==> config.mk <==
export PLATFORM = sky130hd
export DESIGN_NAME = muxbus_if
export DESIGN_NICKNAME = d
export VERILOG_FILES = /design/src/rtl/muxbus_if.sv
export SDC_FILE = /design/constraint.sdc
export NUM_CORES = 1
export LEC_CHECK = 0
export BUFFER_PORTS_ARGS = -buffer_cell sky130_fd_sc_hd__buf_2
export CORE_MARGIN = 2
export CORE_UTILIZATION = 49
export CTS_CLUSTER_SIZE = 12
export DETAILED_ROUTE_END_ITERATION = 16
export HOLD_SLACK_MARGIN = 0.1
export PLACE_DENSITY_LB_ADDON = 0.2
export RECOVER_POWER = 25
export SKIP_CTS_REPAIR_TIMING = 1
export SYNTH_ARGS = -nofsm -noshare
export SYNTH_HDL_FRONTEND = slang
export SYNTH_SLANG_ARGS = --single-unit
==> constraint.sdc <==
create_clock -name clk -period 1.7 [get_ports clk]
set_input_delay 0 -clock clk [delete_from_list [all_inputs] [get_ports clk]]
set_output_delay 0 -clock clk [all_outputs]
set_load 0.01 [all_outputs]
==> src/rtl/muxbus_if.sv <==
module muxbus_if (
  input  logic        clk,
  input  logic        rst_n,
  input  logic        narrow_i,
  input  logic        quiet_int_i,
  input  logic        req_i,
  input  logic [15:0] req_addr_i,
  input  logic [15:0] req_wdata_i,
  input  logic [1:0]  req_be_i,
  input  logic        req_we_i,
  input  logic        req_int_i,
  input  logic        stall_i,
  output logic        ack_o,
  output logic [15:0] rdata_o,
  output logic [7:0]  hi_out_o,
  output logic        hi_oe_o,
  input  logic [7:0]  hi_in_i,
  output logic [7:0]  lo_out_o,
  output logic        lo_oe_o,
  input  logic [7:0]  lo_in_i,
  output logic        ale_o,
  output logic        rd_n_o,
  output logic        wrl_n_o,
  output logic        wrh_n_o
);

  typedef enum logic [1:0] {S_IDLE, S_ADDR, S_DATA} st_t;

  st_t         st;
  logic [15:0] a_q, w_q;
  logic [1:0]  be_q;
  logic        we_q, int_q, nar_q, odd_q;

  wire in_addr = (st == S_ADDR);
  wire in_data = (st == S_DATA);
  wire gate    = !(int_q && quiet_int_i);
  wire wr_ph   = in_data && we_q && gate;

  assign ale_o   = in_addr;
  assign rd_n_o  = !(in_data && !we_q && gate);
  assign wrl_n_o = !(wr_ph && (nar_q || be_q[0]));
  assign wrh_n_o = !(wr_ph && !nar_q && be_q[1]);

  assign hi_oe_o  = in_addr || (in_data && (nar_q || we_q));
  assign hi_out_o = (in_data && we_q && !nar_q) ? w_q[15:8] : a_q[15:8];

  wire [7:0] lo_addr = {a_q[7:1], nar_q ? odd_q : a_q[0]};
  wire [7:0] lo_wd   = (nar_q && odd_q) ? w_q[15:8] : w_q[7:0];

  assign lo_oe_o  = in_addr || (in_data && we_q);
  assign lo_out_o = in_addr ? lo_addr : lo_wd;

  always_ff @(posedge clk or negedge rst_n) begin
    if (!rst_n) begin
      st      <= S_IDLE;
      a_q     <= '0;
      w_q     <= '0;
      be_q    <= '0;
      we_q    <= 1'b0;
      int_q   <= 1'b0;
      nar_q   <= 1'b0;
      odd_q   <= 1'b0;
      ack_o   <= 1'b0;
      rdata_o <= '0;
    end else begin
      ack_o <= 1'b0;
      case (st)
        S_IDLE: if (req_i) begin
          a_q   <= req_addr_i;
          w_q   <= req_wdata_i;
          be_q  <= req_be_i;
          we_q  <= req_we_i;
          int_q <= req_int_i;
          nar_q <= narrow_i;
          odd_q <= !req_be_i[0];
          st    <= S_ADDR;
        end
        S_ADDR: st <= S_DATA;
        S_DATA: if (!stall_i) begin
          if (!we_q && !int_q) begin
            if (nar_q) begin
              if (odd_q) rdata_o[15:8] <= lo_in_i;
              else       rdata_o[7:0]  <= lo_in_i;
            end else begin
              if (be_q[0]) rdata_o[7:0]  <= lo_in_i;
              if (be_q[1]) rdata_o[15:8] <= hi_in_i;
            end
          end
          if (nar_q && !odd_q && be_q[1]) begin
            odd_q <= 1'b1;
            st    <= S_ADDR;
          end else begin
            ack_o <= 1'b1;
            st    <= S_IDLE;
          end
        end
        default: st <= S_IDLE;
      endcase
    end
  end

endmodule

==> flow_summary.toml, run 1 <==
[outcome]
run_status = "finished with violations"
violations = "setup timing"

[power_and_ir_drop]
peakVddDrop_uv = 1060
power_density_nw_per_um2 = 1690
p_leak_nw = 1.94
seqPwrFrac = 0.367
comb_power_share = 0.477
swShare = 0.345
p_int_mw = 4.52
p_clk_frac = 0.156
p_switching_mw = 2.38

[yosys]
syn_inst = 186
ys_warn_count = 0
async_reset_ff_frac = 1.00
ys_ff_latch = 57
netlist_top_cells_area = "dfrtp_1 54%, mux2_2 29%, mux2i_1 3.0%, nor3b_4 1.4%, o21ai_0 1.3%"
synthXorXnorAreaFrac = 0
yosysTopAreaCellShare = 0.535
synth_fa_ha_area_frac = 0
synth.distinct_cells = 28
ys.flop_type = "dfrtp_1"
syn_avg_cell_area_um2 = 14.3
synthMuxAreaShare = 0.326
synth_top_family_by_area = "multiplexers"
synth_top_cell_by_area = "dfrtp_1"
yosysSeqAreaShare = 0.535
yosys.cell_count.top_type = "mux2_2"
synthTopCellsByCount = "69 x mux2_2, 57 x dfrtp_1, 8 x mux2i_1"
synth_compound_area_frac = 0.0442
synth_area_um2 = 2660
syn-num-nets = 244
synth_edf_count = 0
synth-simple-area-share = 0.0723

[finish]
layout-drive-gt1-share = 0.567
diodes = 0
final_util = 0.789
areaGrowthSynthToFinish_pct = 53.2
fin_nets = 408
stdcell_count = 423

[global_route]
antenna_found_initial = 0
grt_pass1_wl_um = 9030
grt.total_usage = 0.197
grt_pass1_vias = 1886
grt_max_degree = 58
grt_overflow = 0

[floorplan]
die_area_um2 = 6040
die_h_um = 77.7
ioPinCount = 97
core.rowCount = 26
die_x_um = 77.7
core_um2 = 5170
start_util = 0.515

[routing]
wirelength_um = 6410
drtIter0Drc = 52
num_vias = 2082
routedWlPerCell_um = 15.1
ant_nets = 0
route.detailed.drc = 0
dr.pass1.iters = 4
viasPerCell = 4.92

[place]
hpwl_um = 3930
dp_slack_ns = 0.122
post-place-cells = 351
gp_congestion = 0.766
port_buffers = 96

[sta]
setup_viol = 9
hold_violations = 0
max_freq_ghz = 0.548
worst_pin_slew_ns = 1.24
rsz0062_at_grt = "true"
fin_ws_ns = -0.126
period_share = 1.07
finalMaxSlewViolations = 0
period_minus_slack_ns = 1.83
holdWs_ns = 0.337
clock_skew_ns = 0.00779
relSlewSlack = 0.172

[critical_path]
worstPathArrival_ns = 1.83
worstSetupPathType = "reg2out"
crit_required_ns = 1.70
worstSetupStartpointType = "flop"
end_kind = "output port"
path_max_fanout = 7

[run]
max-cap-violations = 0

[min_path]
hp-class = "in2out"

[clock_network]
cts_made_buffers = 9
tritoncts = "yes"
cts_sinks = 57
cts_root_buffer = "clkbuf_8"
insertion_delay_ns = 0.33
htree_levels = 3
ctsLongestPathBuffers = 2
clk_pin_slew_ns = 0.06
[stage by stage]
| stage | area, µm² | total power, mW | TNS, ns |
|---|---|---|---|
| global route | 4080 | 7.39 | -1.87 |
| CTS | 3440 | 6.58 | -2.49 |
| finish | 4080 | 6.91 | -0.935 |
| detailed placement | 3270 | 5.46 | 0 |
| global placement | 3270 | 5.39 | 0 |
| floorplan | 2660 | 4.42 | 0 |
[final cells by class]
type                       count  area (µm²)
multi-input combinational    121        1220
fill                         321        1090
clock buffer                  11         151
tap                           70        87.6
sequential                    57        1430
timing repair buffer         161        1170
clock inverter                 3        17.5
[state kept, by name, indices dropped and copies added (netlist names)]
| signal | cells |
|---|---|
| rdata_o | 16 |
| be_q | 2 |
| int_q | 1 |
| a_q | 16 |
| w_q | 16 |
| odd_q | 1 |
| nar_q | 1 |
| ack_o | 1 |
| st | 2 |
| we_q | 1 |
[per-layer routing]
layer / wire (µm) / share of wire / track usage
met1: 2680 / 0.42 / 0.257
met2: 3290 / 0.51 / 0.298
met3: 320 / 0.050 / 0.0802
met4: 115 / 0.018 / 0.0643
met5: 0 / 0 / 0
[worst max-delay path: stages, from the launching register on]
cell      delay [ns]
dfrtp_2         0.44
nand2b_4        0.17
nor3b_4         0.27
buf_12          0.17
mux2_4          0.31
buf_6           0.12
[worst paths after layout]
path,from,endpoint,slack (ns),depth (start not counted)
worst max-delay path,st[0]$_DFFE_PN0P_,hi_out_o[5],-0.13,5
worst min-delay path,quiet_int_i,rd_n_o,0.34,4
worst max register to register,st[1]$_DFFE_PN0P_,nar_q$_DFFE_PN0P_,0.15,4
worst min register to register,rdata_o[15]$_DFFE_PN0P_,rdata_o[15]$_DFFE_PN0P_,0.50,1
max in group asynchronous,rst_n,nar_q$_DFFE_PN0P_,0.29,3
min in group asynchronous,rst_n,rdata_o[2]$_DFFE_PN0P_,0.57,3
[cell usage in the layout (no fill, tap or decap), drive strengths merged]
cell type    Yosys  layout
nand2            8       8
o211ai           2       2
a21oi            1       1
nand4b           1       1
nand2b           4       4
o221ai           1       1
dlygate4sd3      0      56
nand3            1       1
nor3b            2       2
mux2i            8       8
a21o             2       2
a221oi           1       1
dfrtp           57      57
clkinv           0       2
or3b             1       1
o21bai           1       1
nand3b           1       1
and2b            1       1
a2bb2oi          1       1
o21ai            7       7
buf              8     105
and2             1       1
mux2            70      70
nor2             4       4
nor2b            3       3
clkinvlp         0       1
clkbuf           0      11
[power groups by stage]
stage          Sequential [mW]  Combinational [mW]  Clock, mW
2_1_floorplan             2.46                1.96          0
3_3_place_gp              2.51                2.88          0
3_5_place_dp              2.54                2.93          0
4_1_cts                   2.51                2.95       1.12
5_1_grt                   2.65                3.56       1.18
6_report                  2.53                3.30       1.08
[cell families after synthesis]
group	count (synthesis)
buffers and inverters	8
AND/OR/NAND/NOR	27
flip-flops	57
AO/OA/AOI/OAI	16
multiplexers	78
(Power assumes the default switching activity.)
==> inputs of run 2 (changes only) <==
- BUFFER_PORTS_ARGS: -buffer_cell sky130_fd_sc_hd__buf_2 -> not set
- CORE_UTILIZATION: 49 -> 60
- DONT_BUFFER_PORTS: not set -> 1
==> run 2 against run 1 <==
The run still ends with setup timing left. Worst setup slack gained 0.056 ns. Non-clock buffer count is 83 lower. Count of clock-buffer cells in the layout rose by 3. Sequential cell count did not move. Worst hold slack worse by 0.11 ns. Via count is 13% lower. Combinational power is 10% lower. First-iteration DRC count rose by 71%. Cell area decreased by 9.8%. Routed wire length is 0.89% lower.
==> flow_summary.toml, run 2 (synthesis results as in run 1) <==
[global_route]
grt_max_degree = 58
grtUsageMet2 = 0.348
gr-usage-met3 = 0.0912
grt_pass1_wl_um = 8090
grt_pass1_vias = 1637
gr-max-usage-layer = "met2"
grt.total_usage = 0.217
antenna_found_initial = 0
use_met1 = 0.261
grt_overflow = 0

[sta]
period_minus_slack_ns = 1.77
hold_violations = 0
timing.setup.tns_ns = -0.443
rsz0062_at_grt = "true"
worst_pin_slew_ns = 1.38
finalMaxSlewViolations = 0
period_share = 1.04
setup_viol = 7
holdWs_ns = 0.229
fin_ws_ns = -0.0701
max_freq_ghz = 0.565
clock_skew_ns = 0.00541
relSlewSlack = 0.0816

[place]
gp_congestion = 0.829
port_buffers = 0
dp_slack_ns = 0.191
post-place-cells = 244
hpwl_um = 3840

[clock_network]
htree_levels = 3
cts_sinks = 57
tritoncts = "yes"
clk_pin_slew_ns = 0.06
cts_root_buffer = "clkbuf_8"
cts_made_buffers = 9
insertion_delay_ns = 0.33
ctsLongestPathBuffers = 2

[critical_path]
crit_required_ns = 1.70
cpMaxStageDelayCell = "dfrtp_2"
crit_path_start = "st[0]$_DFFE_PN0P_"
worstSetupPathType = "reg2out"
worstPathArrival_ns = 1.77
regToRegSetupSlack_ns = 0.13
end_kind = "output port"
rr_startpoint = "st[0]$_DFFE_PN0P_"
worstSetupStartpointType = "flop"
r2r_end = "rdata_o[6]$_DFFE_PN0P_"
critPathMaxStageDelay_ns = 0.45
path_max_fanout = 7
crit_chain = "nand2b_4 > nor3b_4 > buf_6 > mux2_4"
worstRegToRegCells = 4

[finish]
layout_commonest_cell = "mux2_2"
stdcell_count = 324
layout_common_cells = "61 x mux2_2, 56 x dlygate4sd3_1, 55 x dfrtp_1, 18 x buf_4, 12 x clkbuf_8"
reg_top3 = "a_q x16, rdata_o x16, w_q x16"
areaGrowthSynthToFinish_pct = 38.1
regArea_um2 = 1430
fin_nets = 325
layout-drive-gt1-share = 0.430
multi_input_area_um2 = 1230
nFillCells = 222
diodes = 0

[routing]
num_vias = 1814
wirelength_um = 6350
ant_nets = 0
route.detailed.drc = 0
drtIter0Drc = 89
routedWlPerCell_um = 19.6
viasPerCell = 5.60
dr.pass1.iters = 4

[power_and_ir_drop]
peakVddDrop_uv = 1300
p_leak_nw = 1.62
power_density_nw_per_um2 = 1880
total_power_mw = 6.92

[floorplan]
die_x_um = 70.6
core.rowCount = 24
core_um2 = 4320
ioPinCount = 97
die_h_um = 70.6
start_util = 0.616
die_area_um2 = 4990

[run]
max-cap-violations = 0

[min_path]
hold_start = "quiet_int_i"
min_delay_path_depth = 2
hp-class = "in2out"
whs_endpoint = "rd_n_o"

[outcome]
violations = "setup timing"
run_status = "finished with violations"
run 2: cell types whose count changed in the layout (fill, tap and decap cells not counted), moves of 2 or more:
cell,previous run,this run
buf_6,7,1
buf_4,6,18
buf_2,90,0
clkbuf_1,0,2
run 2: critical path: cells and delay by family, from the launching register on:
kind / cells / cell delay [ns]
AND/OR/NAND/NOR: 2 / 0.45
flip-flops: 1 / 0.45
multiplexers: 1 / 0.34
buffers and inverters: 1 / 0.20
run 2: how the worst max path moves through the flow:
stage                     endpoint  slack, ns  cells past startpoint
5_1_grt                hi_out_o[1]      -0.12                      4
3_5_place_dp    w_q[2]$_DFFE_PN0P_       0.19                      4
4_1_cts                hi_out_o[2]      -0.18                      4
3_3_place_gp           hi_out_o[2]       0.24                      4
2_1_floorplan  a_q[15]$_DFFE_PN0P_       0.23                      5
6_report               hi_out_o[1]      -0.07                      4
run 2: layer usage:
metal	vias up	part of all wire
li1	839	-
met1	896	0.39
met2	65	0.54
met3	14	0.049
met4	0	0.022
met5	-	0
run 2: per-stage QoR:
| step | utilization | area (µm²) |
|---|---|---|
| 6_report | 0.851 | 3680 |
| 5_1_grt | 0.851 | 3680 |
| 4_1_cts | 0.697 | 3020 |
| 3_5_place_dp | 0.649 | 2810 |
| 3_3_place_gp | 0.649 | 2810 |
| 2_1_floorplan | - | 2660 |
run 2: power by group:
group	leakage [nW]	internal, mW	switching [mW]
clock network	0.107	0.796	0.505
registers	0.688	2.04	0.610
logic	0.825	1.70	1.27
total	1.62	4.54	2.39
run 2: final cells by class:
cell class,count,area share
clock buffer,14,0.0469
multi-input combinational,121,0.333
sequential,57,0.388
timing repair buffer,78,0.204
clock inverter,2,0.00952
tap,52,0.0177
